==> config.mk <==
export PLATFORM = sky130hd
export DESIGN_NAME = rtc_ser_slave
export DESIGN_NICKNAME = d
export VERILOG_FILES = /design/src/rtl/rtc_ser_pkg.sv /design/src/rtl/rtc_ser_sync.sv /design/src/rtl/rtc_ser_regs.sv /design/src/rtl/rtc_ser_frame.sv /design/src/rtl/rtc_ser_slave.sv
export SDC_FILE = /design/constraint.sdc
export NUM_CORES = 1
export LEC_CHECK = 0
export ABC_AREA = 1
export BUFFER_PORTS_ARGS = -buffer_cell sky130_fd_sc_hd__clkbuf_2
export CAP_MARGIN = 10
export CORE_AREA = 2 2 167 169
export CTS_BUF_LIST = sky130_fd_sc_hd__clkbuf_2 sky130_fd_sc_hd__clkbuf_4 sky130_fd_sc_hd__clkbuf_8
export DETAILED_ROUTE_END_ITERATION = 10
export DIE_AREA = 0 0 169 171
export PLACE_DENSITY = 0.81
export SLEW_MARGIN = 10
export SYNTH_ARGS = -nofsm -noshare
export SYNTH_HDL_FRONTEND = slang
export SYNTH_SLANG_ARGS = --single-unit
==> constraint.sdc <==
create_clock -name clk -period 4.3 [get_ports clk]
set_input_delay 0.645 -clock clk [delete_from_list [all_inputs] [get_ports clk]]
set_output_delay 0.645 -clock clk [all_outputs]
set_load 0.005 [all_outputs]
==> src/rtl/rtc_ser_pkg.sv <==
package rtc_ser_pkg;
  typedef enum logic [2:0] {
    ST_IDLE  = 3'd0,
    ST_SHIFT = 3'd1,
    ST_DIR   = 3'd2,
    ST_RWAIT = 3'd3,
    ST_LOAD  = 3'd4,
    ST_OUT   = 3'd5
  } fr_state_e;
endpackage

==> src/rtl/rtc_ser_sync.sv <==
module rtc_ser_sync #(
  parameter int NUM    = 3,
  parameter int STAGES = 2
) (
  input  logic           clk,
  input  logic           rst,
  input  logic [NUM-1:0] din,
  output logic [NUM-1:0] dout
);
  genvar g;
  generate
    for (g = 0; g < NUM; g++) begin : g_line
      logic [STAGES-1:0] chain_q;
      always_ff @(posedge clk) begin
        if (rst) chain_q <= '0;
        else     chain_q <= {chain_q[STAGES-2:0], din[g]};
      end
      assign dout[g] = chain_q[STAGES-1];
    end
  endgenerate
endmodule

==> src/rtl/rtc_ser_regs.sv <==
module rtc_ser_regs #(
  parameter int DATA_W    = 32,
  parameter int ADDR_W    = 3,
  parameter int MEM_WORDS = 4,
  parameter int MEM_BASE  = 4,
  parameter int CNT_ADDR  = 0,
  parameter int ADJ_ADDR  = 2
) (
  input  logic              clk,
  input  logic              rst,
  input  logic              tick,
  input  logic              wr_en,
  input  logic [ADDR_W-1:0] wr_addr,
  input  logic [DATA_W-1:0] wr_data,
  input  logic              rd_en,
  input  logic [ADDR_W-1:0] rd_addr,
  output logic [DATA_W-1:0] rd_data
);
  localparam int MEM_AW = (MEM_WORDS > 1) ? $clog2(MEM_WORDS) : 1;

  logic [DATA_W-1:0] cnt_q, adj_q;
  logic [DATA_W-1:0] mem_q [MEM_WORDS];

  logic wr_cnt, wr_adj, wr_in_mem, rd_in_mem;
  logic [MEM_AW-1:0] wr_idx, rd_idx;
  logic [DATA_W-1:0] rd_mux;

  assign wr_cnt    = wr_en && (int'(wr_addr) == CNT_ADDR);
  assign wr_adj    = wr_en && (int'(wr_addr) == ADJ_ADDR);
  assign wr_in_mem = (int'(wr_addr) >= MEM_BASE) && (int'(wr_addr) < MEM_BASE + MEM_WORDS);
  assign rd_in_mem = (int'(rd_addr) >= MEM_BASE) && (int'(rd_addr) < MEM_BASE + MEM_WORDS);
  assign wr_idx    = MEM_AW'(int'(wr_addr) - MEM_BASE);
  assign rd_idx    = MEM_AW'(int'(rd_addr) - MEM_BASE);

  // seconds counter: a load wins over a tick in the same cycle
  always_ff @(posedge clk) begin
    if (rst)         cnt_q <= '0;
    else if (wr_cnt) cnt_q <= wr_data;
    else if (tick)   cnt_q <= cnt_q + DATA_W'(1);
  end

  always_ff @(posedge clk) begin
    if (rst)         adj_q <= '0;
    else if (wr_adj) adj_q <= wr_data;
  end

  genvar g;
  generate
    for (g = 0; g < MEM_WORDS; g++) begin : g_word
      always_ff @(posedge clk) begin
        if (rst)
          mem_q[g] <= '0;
        else if (wr_en && wr_in_mem && (int'(wr_idx) == g))
          mem_q[g] <= wr_data;
      end
    end
  endgenerate

  always_comb begin
    rd_mux = '0;
    if (rd_in_mem)                         rd_mux = mem_q[rd_idx];
    else if (int'(rd_addr) == CNT_ADDR)    rd_mux = cnt_q;
    else if (int'(rd_addr) == ADJ_ADDR)    rd_mux = adj_q;
  end

  always_ff @(posedge clk) begin
    if (rst)        rd_data <= '0;
    else if (rd_en) rd_data <= rd_mux;
  end

  // tick alone advances by exactly one
  a_r7_tick_inc: assert property (@(posedge clk) disable iff (rst)
    (tick && !wr_cnt) |=> (cnt_q == $past(cnt_q) + DATA_W'(1)));
  // no tick and no load keeps the counter
  a_r7_hold: assert property (@(posedge clk) disable iff (rst)
    (!tick && !wr_cnt) |=> $stable(cnt_q));
  // adjust word changes only on its own write
  a_r6_adj_keep: assert property (@(posedge clk) disable iff (rst)
    !wr_adj |=> $stable(adj_q));
  // unmapped addresses read zero
  a_r5_unmapped_zero: assert property (@(posedge clk) disable iff (rst)
    (rd_en && !rd_in_mem && int'(rd_addr) != CNT_ADDR && int'(rd_addr) != ADJ_ADDR)
    |=> (rd_data == '0));
endmodule

==> src/rtl/rtc_ser_frame.sv <==
module rtc_ser_frame
  import rtc_ser_pkg::*;
#(
  parameter int DATA_W = 32,
  parameter int ADDR_W = 3
) (
  input  logic              clk,
  input  logic              rst,
  input  logic              sclk_s,
  input  logic              sen_s,
  input  logic              sdi_s,
  output logic              wr_en,
  output logic [ADDR_W-1:0] wr_addr,
  output logic [DATA_W-1:0] wr_data,
  output logic              rd_en,
  output logic [ADDR_W-1:0] rd_addr,
  input  logic [DATA_W-1:0] rd_data,
  output logic              sdo,
  output logic              ready
);
  localparam int FRAME_W = DATA_W + ADDR_W;
  localparam int BITS_W  = $clog2(FRAME_W + 1);
  localparam int LEFT_W  = $clog2(DATA_W + 1);

  fr_state_e state_q, state_n;
  logic              sclk_d;
  logic              rise;
  logic [FRAME_W-1:0] sh_q;
  logic [BITS_W-1:0]  bits_q;
  logic [DATA_W-1:0]  out_q;
  logic [LEFT_W-1:0]  left_q;

  assign rise = sclk_s && !sclk_d;

  always_comb begin
    state_n = state_q;
    case (state_q)
      ST_IDLE:  if (sen_s) state_n = ST_SHIFT;
      ST_SHIFT: if (!sen_s) state_n = ST_DIR;
      ST_DIR: begin
        if (sen_s) state_n = ST_SHIFT;
        else if (rise) begin
          if (!sdi_s && int'(bits_q) >= ADDR_W) state_n = ST_RWAIT;
          else                                  state_n = ST_IDLE;
        end
      end
      ST_RWAIT: state_n = ST_LOAD;
      ST_LOAD:  state_n = ST_OUT;
      ST_OUT: begin
        if (sen_s) state_n = ST_SHIFT;
        else if (rise && left_q == LEFT_W'(1)) state_n = ST_IDLE;
      end
      default: state_n = ST_IDLE;
    endcase
  end

  always_ff @(posedge clk) begin
    if (rst) begin
      state_q <= ST_IDLE;
      sclk_d  <= 1'b0;
      sh_q    <= '0;
      bits_q  <= '0;
      out_q   <= '0;
      left_q  <= '0;
      sdo     <= 1'b0;
      ready   <= 1'b1;
      wr_en   <= 1'b0;
      wr_addr <= '0;
      wr_data <= '0;
      rd_en   <= 1'b0;
      rd_addr <= '0;
    end else begin
      state_q <= state_n;
      sclk_d  <= sclk_s;
      ready   <= (state_n == ST_IDLE);
      wr_en   <= 1'b0;
      rd_en   <= 1'b0;
      if (state_n == ST_SHIFT && state_q != ST_SHIFT) begin
        bits_q <= '0;
        sdo    <= 1'b0;
      end
      case (state_q)
        ST_SHIFT: begin
          if (sen_s && rise) begin
            sh_q <= {sh_q[FRAME_W-2:0], sdi_s};
            if (int'(bits_q) != FRAME_W) bits_q <= bits_q + BITS_W'(1);
          end
        end
        ST_DIR: begin
          if (!sen_s && rise) begin
            if (sdi_s && int'(bits_q) == FRAME_W) begin
              wr_en   <= 1'b1;
              wr_addr <= sh_q[ADDR_W-1:0];
              wr_data <= sh_q[FRAME_W-1:ADDR_W];
            end else if (!sdi_s && int'(bits_q) >= ADDR_W) begin
              rd_en   <= 1'b1;
              rd_addr <= sh_q[ADDR_W-1:0];
            end
          end
        end
        ST_LOAD: begin
          out_q  <= rd_data;
          left_q <= LEFT_W'(DATA_W);
        end
        ST_OUT: begin
          if (!sen_s && rise) begin
            sdo    <= out_q[DATA_W-1];
            out_q  <= {out_q[DATA_W-2:0], 1'b0};
            left_q <= left_q - LEFT_W'(1);
          end
        end
        default: ;
      endcase
    end
  end

  // an open frame always shows busy on the next cycle
  a_r3_busy_in_frame: assert property (@(posedge clk) disable iff (rst)
    sen_s |=> !ready);
  // a commit is a single-cycle strobe
  a_r2_wr_single: assert property (@(posedge clk) disable iff (rst)
    wr_en |=> !wr_en);
  // output only moves on a serial clock edge
  a_r4_sdo_hold: assert property (@(posedge clk) disable iff (rst)
    (state_q == ST_OUT && !rise && !sen_s) |=> $stable(sdo));
  // remaining-bit count never exceeds one word
  always_ff @(posedge clk) begin
    if (!rst) a_r4_left_range: assert (int'(left_q) <= DATA_W);
  end
endmodule

==> src/rtl/rtc_ser_slave.sv <==
module rtc_ser_slave #(
  parameter int DATA_W      = 32,
  parameter int ADDR_W      = 3,
  parameter int MEM_WORDS   = 4,
  parameter int MEM_BASE    = 4,
  parameter int SYNC_STAGES = 2
) (
  input  logic clk,
  input  logic rst,
  input  logic sclk_i,
  input  logic sen_i,
  input  logic sdi_i,
  input  logic tick_i,
  output logic sdo_o,
  output logic ready_o
);
  logic [2:0] lines_s;
  logic              wr_en, rd_en;
  logic [ADDR_W-1:0] wr_addr, rd_addr;
  logic [DATA_W-1:0] wr_data, rd_data;

  rtc_ser_sync #(.NUM(3), .STAGES(SYNC_STAGES)) u_sync (
    .clk(clk), .rst(rst),
    .din({sdi_i, sen_i, sclk_i}),
    .dout(lines_s)
  );

  rtc_ser_frame #(.DATA_W(DATA_W), .ADDR_W(ADDR_W)) u_frame (
    .clk(clk), .rst(rst),
    .sclk_s(lines_s[0]), .sen_s(lines_s[1]), .sdi_s(lines_s[2]),
    .wr_en(wr_en), .wr_addr(wr_addr), .wr_data(wr_data),
    .rd_en(rd_en), .rd_addr(rd_addr), .rd_data(rd_data),
    .sdo(sdo_o), .ready(ready_o)
  );

  rtc_ser_regs #(
    .DATA_W(DATA_W), .ADDR_W(ADDR_W), .MEM_WORDS(MEM_WORDS),
    .MEM_BASE(MEM_BASE), .CNT_ADDR(0), .ADJ_ADDR(2)
  ) u_regs (
    .clk(clk), .rst(rst), .tick(tick_i),
    .wr_en(wr_en), .wr_addr(wr_addr), .wr_data(wr_data),
    .rd_en(rd_en), .rd_addr(rd_addr), .rd_data(rd_data)
  );
endmodule

==> results of run 1 <==
==> worst min-delay path by stage <==
| stage | slack (ns) | depth (start not counted) | to |
|---|---|---|---|
| 6_report | 0.25 | 3 | u_sync.g_line[2].chain_q[0]$_SDFF_PP0_ |
| 3_3_place_gp | 0.39 | 2 | u_sync.g_line[0].chain_q[1]$_SDFF_PP0_ |
| 2_1_floorplan | 0.39 | 2 | u_sync.g_line[0].chain_q[1]$_SDFF_PP0_ |
| 5_1_grt | 0.24 | 3 | u_sync.g_line[2].chain_q[0]$_SDFF_PP0_ |
| 4_1_cts | 0.24 | 3 | u_sync.g_line[0].chain_q[0]$_SDFF_PP0_ |
| 3_5_place_dp | 0.40 | 2 | u_sync.g_line[0].chain_q[1]$_SDFF_PP0_ |
==> per-stage QoR <==
step / power (uW) / cells / cell area (sq um) / util (%)
floorplan: 3740 / 1759 / 15300 / -
global placement: 3780 / 2020 / 15400 / 56.5
detailed placement: 3790 / 2020 / 15400 / 56.5
CTS: 6740 / 2123 / 16600 / 60.9
global route: 6910 / 2123 / 16600 / 60.9
finish: 6730 / 2123 / 16600 / 60.9
==> cells in the final DEF, fill, tap and decap left out, drive strengths merged, types with 2 or more instances in the layout <==
| master | instances |
|---|---|
| dfxtp | 229 |
| o211ai | 20 |
| a21oi | 132 |
| xor2 | 26 |
| nor3 | 15 |
| o221ai | 39 |
| edfxtp | 128 |
| o21ai | 194 |
| o22ai | 24 |
| nor3b | 2 |
| ha | 4 |
| nand3 | 56 |
| a31oi | 53 |
| clkbuf | 96 |
| nor2 | 300 |
| nand4 | 10 |
| mux2i | 32 |
| clkinv | 14 |
| buf | 18 |
| inv | 136 |
| nand3b | 2 |
| bufinv | 2 |
| clkinvlp | 3 |
| nand2 | 235 |
==> worst min-delay path, cell delays in order <==
cell and delay (ns):
sky130_fd_sc_hd__clkbuf_2 0.08, sky130_fd_sc_hd__inv_1 0.05, sky130_fd_sc_hd__nor2_1 0.03
==> cells by family (layout without fill, tap and decap cells) <==
group | count (synthesis) | after routing | synth area share, %
AOI/OAI and AO/OA | 464 | 464 | 17.2
adders and majority gates | 4 | 4 | 0.328
xor gates and xnor gates | 27 | 27 | 1.55
buffers and inverters | 251 | 269 | 6.57
muxes | 32 | 32 | 2.10
and+or+nand+nor | 624 | 624 | 17.1
DFF | 357 | 357 | 55.2
==> power breakdown <==
| group | total, uW | internal, uW | switching, uW |
|---|---|---|---|
| Clock | 3010 | 1710 | 1300 |
| Sequential | 3580 | 3560 | 21.6 |
| Combinational | 140 | 33.2 | 107 |
| Total | 6730 | 5300 | 1430 |
==> sequential cells by signal (all words and copies together), names as in the netlist, 32 cells and up, named ones only <==
| name | cells |
|---|---|
| u_frame.wr_data | 32 |
| u_frame.sh_q | 35 |
| u_regs.mem_q | 128 |
| u_regs.adj_q | 32 |
| u_regs.rd_data | 32 |
| u_frame.out_q | 32 |
| u_regs.cnt_q | 32 |
==> layout make-up <==
type                       count  area [sq um]
clock buffer                  89          1080
clock inverter                14           123
fill                        2297         10700
inverter                     141           532
multi-input combinational   1151          5850
sequential                   357          8430
tap                          346           433
timing repair buffer          25           183
==> routing by layer <==
metal  global-route usage [%]  vias up  routed length, microns
met4                     11.3        0                    1530
li1                         -     5949                       -
met5                        0        -                       0
met1                     35.0     5971                   16000
met2                     44.4      507                   18200
met3                     5.11      124                    3180
==> parameters.txt, run 1 <==
Parameter                              Value

Logic synthesis
  Area leader, netlist ... sky130_fd_sc_hd__dfxtp_1
  Fraction of post-synthesis cell area in the top cell type by area ... between 30% and 40%
  Share of async-settable or async-resettable flops after synthesis ... 0%
  Number of enable-type register cells in the synthesized netlist ... 128
  Post-synth top flop ... sky130_fd_sc_hd__dfxtp_1
  Most frequent cell after synthesis ... sky130_fd_sc_hd__nor2_1
  Commonest cells in the netlist ... sky130_fd_sc_hd__nor2_1 (290), sky130_fd_sc_hd__dfxtp_1 (229), sky130_fd_sc_hd__nand2_1 (229)
  Seq/Total Area, Yosys ... around 55%
  Distinct cell type count after synthesis ... 41
  Per-instance average area after synthesis ... 8.68 sq um
  Number of warning messages in the yosys log ... 0
  Synthesized Nets ... around 1800
  Count of mapped cells out of synthesis ... roughly 1800
  Combined area of all synthesized cells ... 15300 sq um
  #FFs+latches synth ... about 360
  Biggest area contributors in the synthesized netlist ... sky130_fd_sc_hd__dfxtp_1 (30%), sky130_fd_sc_hd__edfxtp_1 (25%), sky130_fd_sc_hd__nor2_1 (7.1%), sky130_fd_sc_hd__o21ai_0 (6.3%), sky130_fd_sc_hd__nand2_1 (5.6%)

Worst setup path
  Critical R2R Capture ... u_regs.rd_data[14]$_SDFFE_PP0P_
  Worst-path cell chain ... nor2_1 > nand2_1 > o22ai_1 > o211ai_1 > a21oi_1
  Worst Setup EP ... u_regs.rd_data[14]$_SDFFE_PP0P_
  Data arrival time at the worst-slack endpoint ... ~3.5 ns
  Kind of cell adding the most delay to the critical path ... simple AND/OR/NAND/NOR gates
  Data required time at the worst endpoint ... roughly 4.8 ns
  Minimum setup slack among reg-to-reg paths ... around 1.3 ns
  Startpoint-to-endpoint class of the critical path ... reg -> reg
  Critical Path Start Type ... flop
  Beginning of the critical path ... u_frame.rd_addr[0]$_SDFFE_PP0P_
  Largest stage delay, worst path ... roughly 0.93 ns
  Launching point of the worst reg2reg path ... u_frame.rd_addr[0]$_SDFFE_PP0P_
  Setup crit end kind ... flop
  Critical-path cell with the highest stage delay ... sky130_fd_sc_hd__nand2_1
  Top fanout value on the critical path ... 26
  Count of buffer and inverter cells on the critical path ... 0
  R2R cell count ... 5
  Stages on the worst setup path ... 5

Timing
  Final Max Tran Viols ... 0
  Skew final ... roughly 0.027 ns
  Setup-violating endpoint count in the final report ... 0
  Share of the cycle needed by the critical path after routing ... ~70%
  Setup total negative slack ... 0 ns
  Time the worst path needs with I/O delays and setup ... ~3.0 ns
  Upper clock frequency limit ... 0.336 GHz
  RSZ-0062 raised after global routing ... false
  Number of hold violations in the final report ... 0
  Final critical-path setup slack ... between 1 and 1.5 ns
  Hold Slack ... 0.253 ns
  Max-slew headroom ... about a quarter
  Transition time at the pin with the least slew margin ... 1.14 ns

Layout
  Area growth from synthesis to layout ... 9.01%
  Antenna fix cells ... 0
  Nets ... between 1500 and 2000
  Share of final-layout standard cells stronger than drive strength 1 ... 9.34%

Floorplanning
  Full die area ... roughly 29000 sq um
  Ports placed on the boundary ... 8
  Core Area ... between 20000 and 30000 sq um
  Number of placement rows ... 61
  X dimension of the die ... 169 microns
  Starting density of the core ... ~56%
  Vertical die dimension ... about 170 microns

CTS
  Buffer cell driving the clock tree root ... sky130_fd_sc_hd__clkbuf_8
  Sink count of the clock tree ... between 300 and 400
  Number of buffers inserted for hold repair after clock tree synthesis ... 0
  Post-cts sizing count ... 0
  Clock latency on the worst-skew pair ... about 0.6 ns
  Clock Path Buffers ... 3
  Level count of the clock H-tree ... 2
  Number of buffers added for setup after CTS ... 0
  CTS buffer count ... 55
  Clock tree from TritonCTS ... built
  Clock edge transition at the registers on the reported setup and hold paths ... roughly 0.06 ns

Job
  Max-cap violations ... 0

Global routing
  Aggregate global routing overflow ... 0
  First-pass GRT wire length ... slightly above 60 mm
  Antenna violations before repair ... 0
  Number of global-route vias before repair ... ~12000
  Largest net degree at the start of global routing ... 85
  All-layer global routing usage ... 26.9%

Drt
  DRT Wirelength ... about 39 mm
  First-pass DRT Iterations ... 6
  Via Count ... ~13000
  Vias/cell ... around 6
  Final routed DRC violation total ... 0
  Wire per inst ... between 15 and 20 microns
  Antenna violation net count after detailed routing ... 0
  DRC violation total after the first TritonRoute iteration ... between 1000 and 1500

Status
  Outcome ... finished clean

Worst hold path
  Kind of path behind the tightest hold check ... in -> reg
  HP Start ... sdi_i

Placed design
  Final weighted congestion of routability-driven global placement ... slightly below 1
  Half-perimeter wire length after detailed placement ... roughly 24 mm
  Count of buffers from port buffering ... 7
  Pre-CTS worst setup slack ... approximately 1.4 ns

Power
  Largest vdd supply drop ... about 0.00027 V
  Leakage power summed over all cells ... around 0.0054 uW
  Pwr Density ... ~400 nW/um^2
Power figures use the tool's default switching activity.
==> run 2: changes to the inputs <==
==> constraint.sdc (replaced) <==
create_clock -name clk -period 3.1 [get_ports clk]
set_input_delay 0.465 -clock clk [delete_from_list [all_inputs] [get_ports clk]]
set_output_delay 0.465 -clock clk [all_outputs]
set_load 0.005 [all_outputs]
==> parameters.txt, run 2 (same netlist as run 1, synthesis figures left out) <==
Parameter                              Value

Placed design
  Final weighted congestion of routability-driven global placement ... between 1 and 1.5
  Count of buffers from port buffering ... 7
  Post-DP Area ... approximately 16000 sq um
  Half-perimeter wire length after detailed placement ... 24.4 mm

Power
  Largest vdd supply drop ... 0.000476 V
  Pwr Density ... approximately 550 nW/um^2
  Leakage power summed over all cells ... 0.00545 uW

Floorplanning
  Vertical die dimension ... 171 microns
  Number of placement rows ... between 60 and 70
  Starting density of the core ... between 50% and 60%
  Ports placed on the boundary ... 8
  Full die area ... just under 30000 sq um
  X dimension of the die ... between 150 and 200 microns
  Core Area ... about 27000 sq um

Drt
  DRC violation total after the first TritonRoute iteration ... approximately 1500
  DRT Wirelength ... about 39 mm
  Via Count ... 12466
  Vias/cell ... between 5 and 6
  Wire per inst ... approximately 18 microns
  First-pass DRT Iterations ... 5
  Antenna violation net count after detailed routing ... 0
  Final routed DRC violation total ... 0

CTS
  Level count of the clock H-tree ... 2
  Clock tree from TritonCTS ... built
  CTS buffer count ... 56
  Clock latency on the worst-skew pair ... 0.60 ns
  Clock edge transition at the registers on the reported setup and hold paths ... around 0.05 ns
  Buffer cell driving the clock tree root ... sky130_fd_sc_hd__clkbuf_8
  Number of buffers inserted for hold repair after clock tree synthesis ... 0
  Clock Path Buffers ... 3
  Sink count of the clock tree ... about 360
  Post-cts sizing count ... 0
  Number of buffers added for setup after CTS ... 0

Worst setup path
  Startpoint-to-endpoint class of the critical path ... reg -> reg
  Worst-path cell chain ... inv_1 > nand2_1 > nor2_2 > nand2_2 > buf_4 > clkinv_2 > nand2_2 > inv_2 > nand3_2 > a21oi_1 > o211a_1
  Data arrival time at the worst-slack endpoint ... between 2 and 3 ns
  Data required time at the worst endpoint ... approximately 3.6 ns
  Most frequent cell on the critical path ... sky130_fd_sc_hd__nand2_2
  Count of buffer and inverter cells on the critical path ... 4
  Top fanout value on the critical path ... 37
  Critical Path Start Type ... flop
  Kind of cell adding the most delay to the critical path ... buffers and inverters
  Critical-path cell with the highest stage delay ... sky130_fd_sc_hd__clkinv_2
  Minimum setup slack among reg-to-reg paths ... approximately 0.78 ns
  Largest stage delay, worst path ... between 0.4 and 0.5 ns
  Setup crit end kind ... flop

Layout
  Nets ... roughly 1800
  Antenna fix cells ... 0
  Largest registers ... u_regs.mem_q: 128 flops, u_frame.sh_q: 35 flops
  Top library cells by usage in the layout, fill and taps aside ... sky130_fd_sc_hd__nor2_1 (290), sky130_fd_sc_hd__nand2_1 (229), sky130_fd_sc_hd__dfxtp_1 (226), sky130_fd_sc_hd__o21ai_0 (191), sky130_fd_sc_hd__a21oi_1 (132)
  Leading cell type in the layout, fill and taps excluded ... sky130_fd_sc_hd__nor2_1
  Layout Cell Area excl Fill ... between 15000 and 20000 sq um
  Register ranked first by flip-flop count ... u_regs.mem_q
  Flip-flop count of the largest register after layout ... between 100 and 150
  Area growth from synthesis to layout ... 9.43%
  Share of final-layout standard cells stronger than drive strength 1 ... 9.99%

Job
  Max-cap violations ... 0

Global routing
  Antenna violations before repair ... 1
  Busiest layer in global routing ... met2
  Met1 usage in global routing ... between 30% and 40%
  All-layer global routing usage ... a little over a quarter
  Aggregate global routing overflow ... 0
  First-pass GRT wire length ... 60.9 mm
  Met3 Usage GRT ... between 5 and 6%
  GR Layer Usage met2 ... between 40% and 50%
  Number of global-route vias before repair ... approximately 12000
  Largest net degree at the start of global routing ... between 80 and 90

Timing
  Time the worst path needs with I/O delays and setup ... about 2.3 ns
  Transition time at the pin with the least slew margin ... between 1 and 1.5 ns
  Upper clock frequency limit ... between 0.4 and 0.5 GHz
  Max-slew headroom ... 16.5%
  Skew final ... roughly 0.022 ns
  Setup-violating endpoint count in the final report ... 0
  Setup total negative slack ... 0 ns
  RSZ-0062 raised after global routing ... false
  Number of hold violations in the final report ... 0
  Final Max Tran Viols ... 0
  Share of the cycle needed by the critical path after routing ... between 70% and 80%

Status
  Outcome ... finished clean

Worst hold path
  Kind of path behind the tightest hold check ... in -> reg
==> run 2: cell count changes in the layout (fill, tap and decap cells not counted), sizes merged <==
cell	before	now
bufinv	2	0
buf	18	31
clkbuf	96	98
clkinvlp	3	1
inv	136	137
clkinv	14	16
==> run 2: per-layer routing <==
layer | share of wire (%) | vias up
met5 | 0.044 | -
met4 | 2.5 | 2
met3 | 9.8 | 90
met2 | 46 | 612
met1 | 41 | 5781
li1 | - | 5981
==> run 2: layout make-up <==
cell class,instances,area [sq um]
Clock buffer,91,1110
Clock inverter,13,67.6
Fill cell,2283,10600
Inverter,141,532
Multi-Input combinational cell,1151,5850
Sequential cell,357,8430
Tap cell,346,433
Timing Repair Buffer,38,268
==> run 2: path summary, 6_finish.rpt <==
path | from | end | cells after the start
setup / recovery | u_frame.state_q[2]$_SDFF_PP0_ | u_frame.bits_q[5]$_SDFF_PP0_ | 11
hold / removal | sdi_i | u_sync.g_line[2].chain_q[0]$_SDFF_PP0_ | 3
setup reg to reg | u_frame.state_q[2]$_SDFF_PP0_ | u_frame.bits_q[5]$_SDFF_PP0_ | 11
hold reg to reg | u_sync.g_line[2].chain_q[0]$_SDFF_PP0_ | u_sync.g_line[2].chain_q[1]$_SDFF_PP0_ | 2
==> run 2: report_power, final <==
group          internal, uW  switching (uW)
registers              4940            28.9
logic                  46.4             147
clock network          2270            1820
==> run 2: metrics by stage <==
step           utilization [%]  hold slack, ns  std cells  worst slack [ns]  power [uW]
2_1_floorplan                -           0.388       1759             0.342        5190
3_5_place_dp              56.8           0.397       2033             0.815        5260
4_1_cts                   61.1          0.0496       2137             0.803        9280
5_1_grt                   61.1          0.0661       2137             0.534        9500
3_3_place_gp              56.8           0.389       2033             0.886        5250
6_report                  61.1          0.0682       2137             0.776        9250
==> run 2: worst min-delay path, delay by kind of cell <==
family                 cells  cell delay, ns
AND/OR/NAND/NOR            1            0.03
buffers and inverters      2            0.12
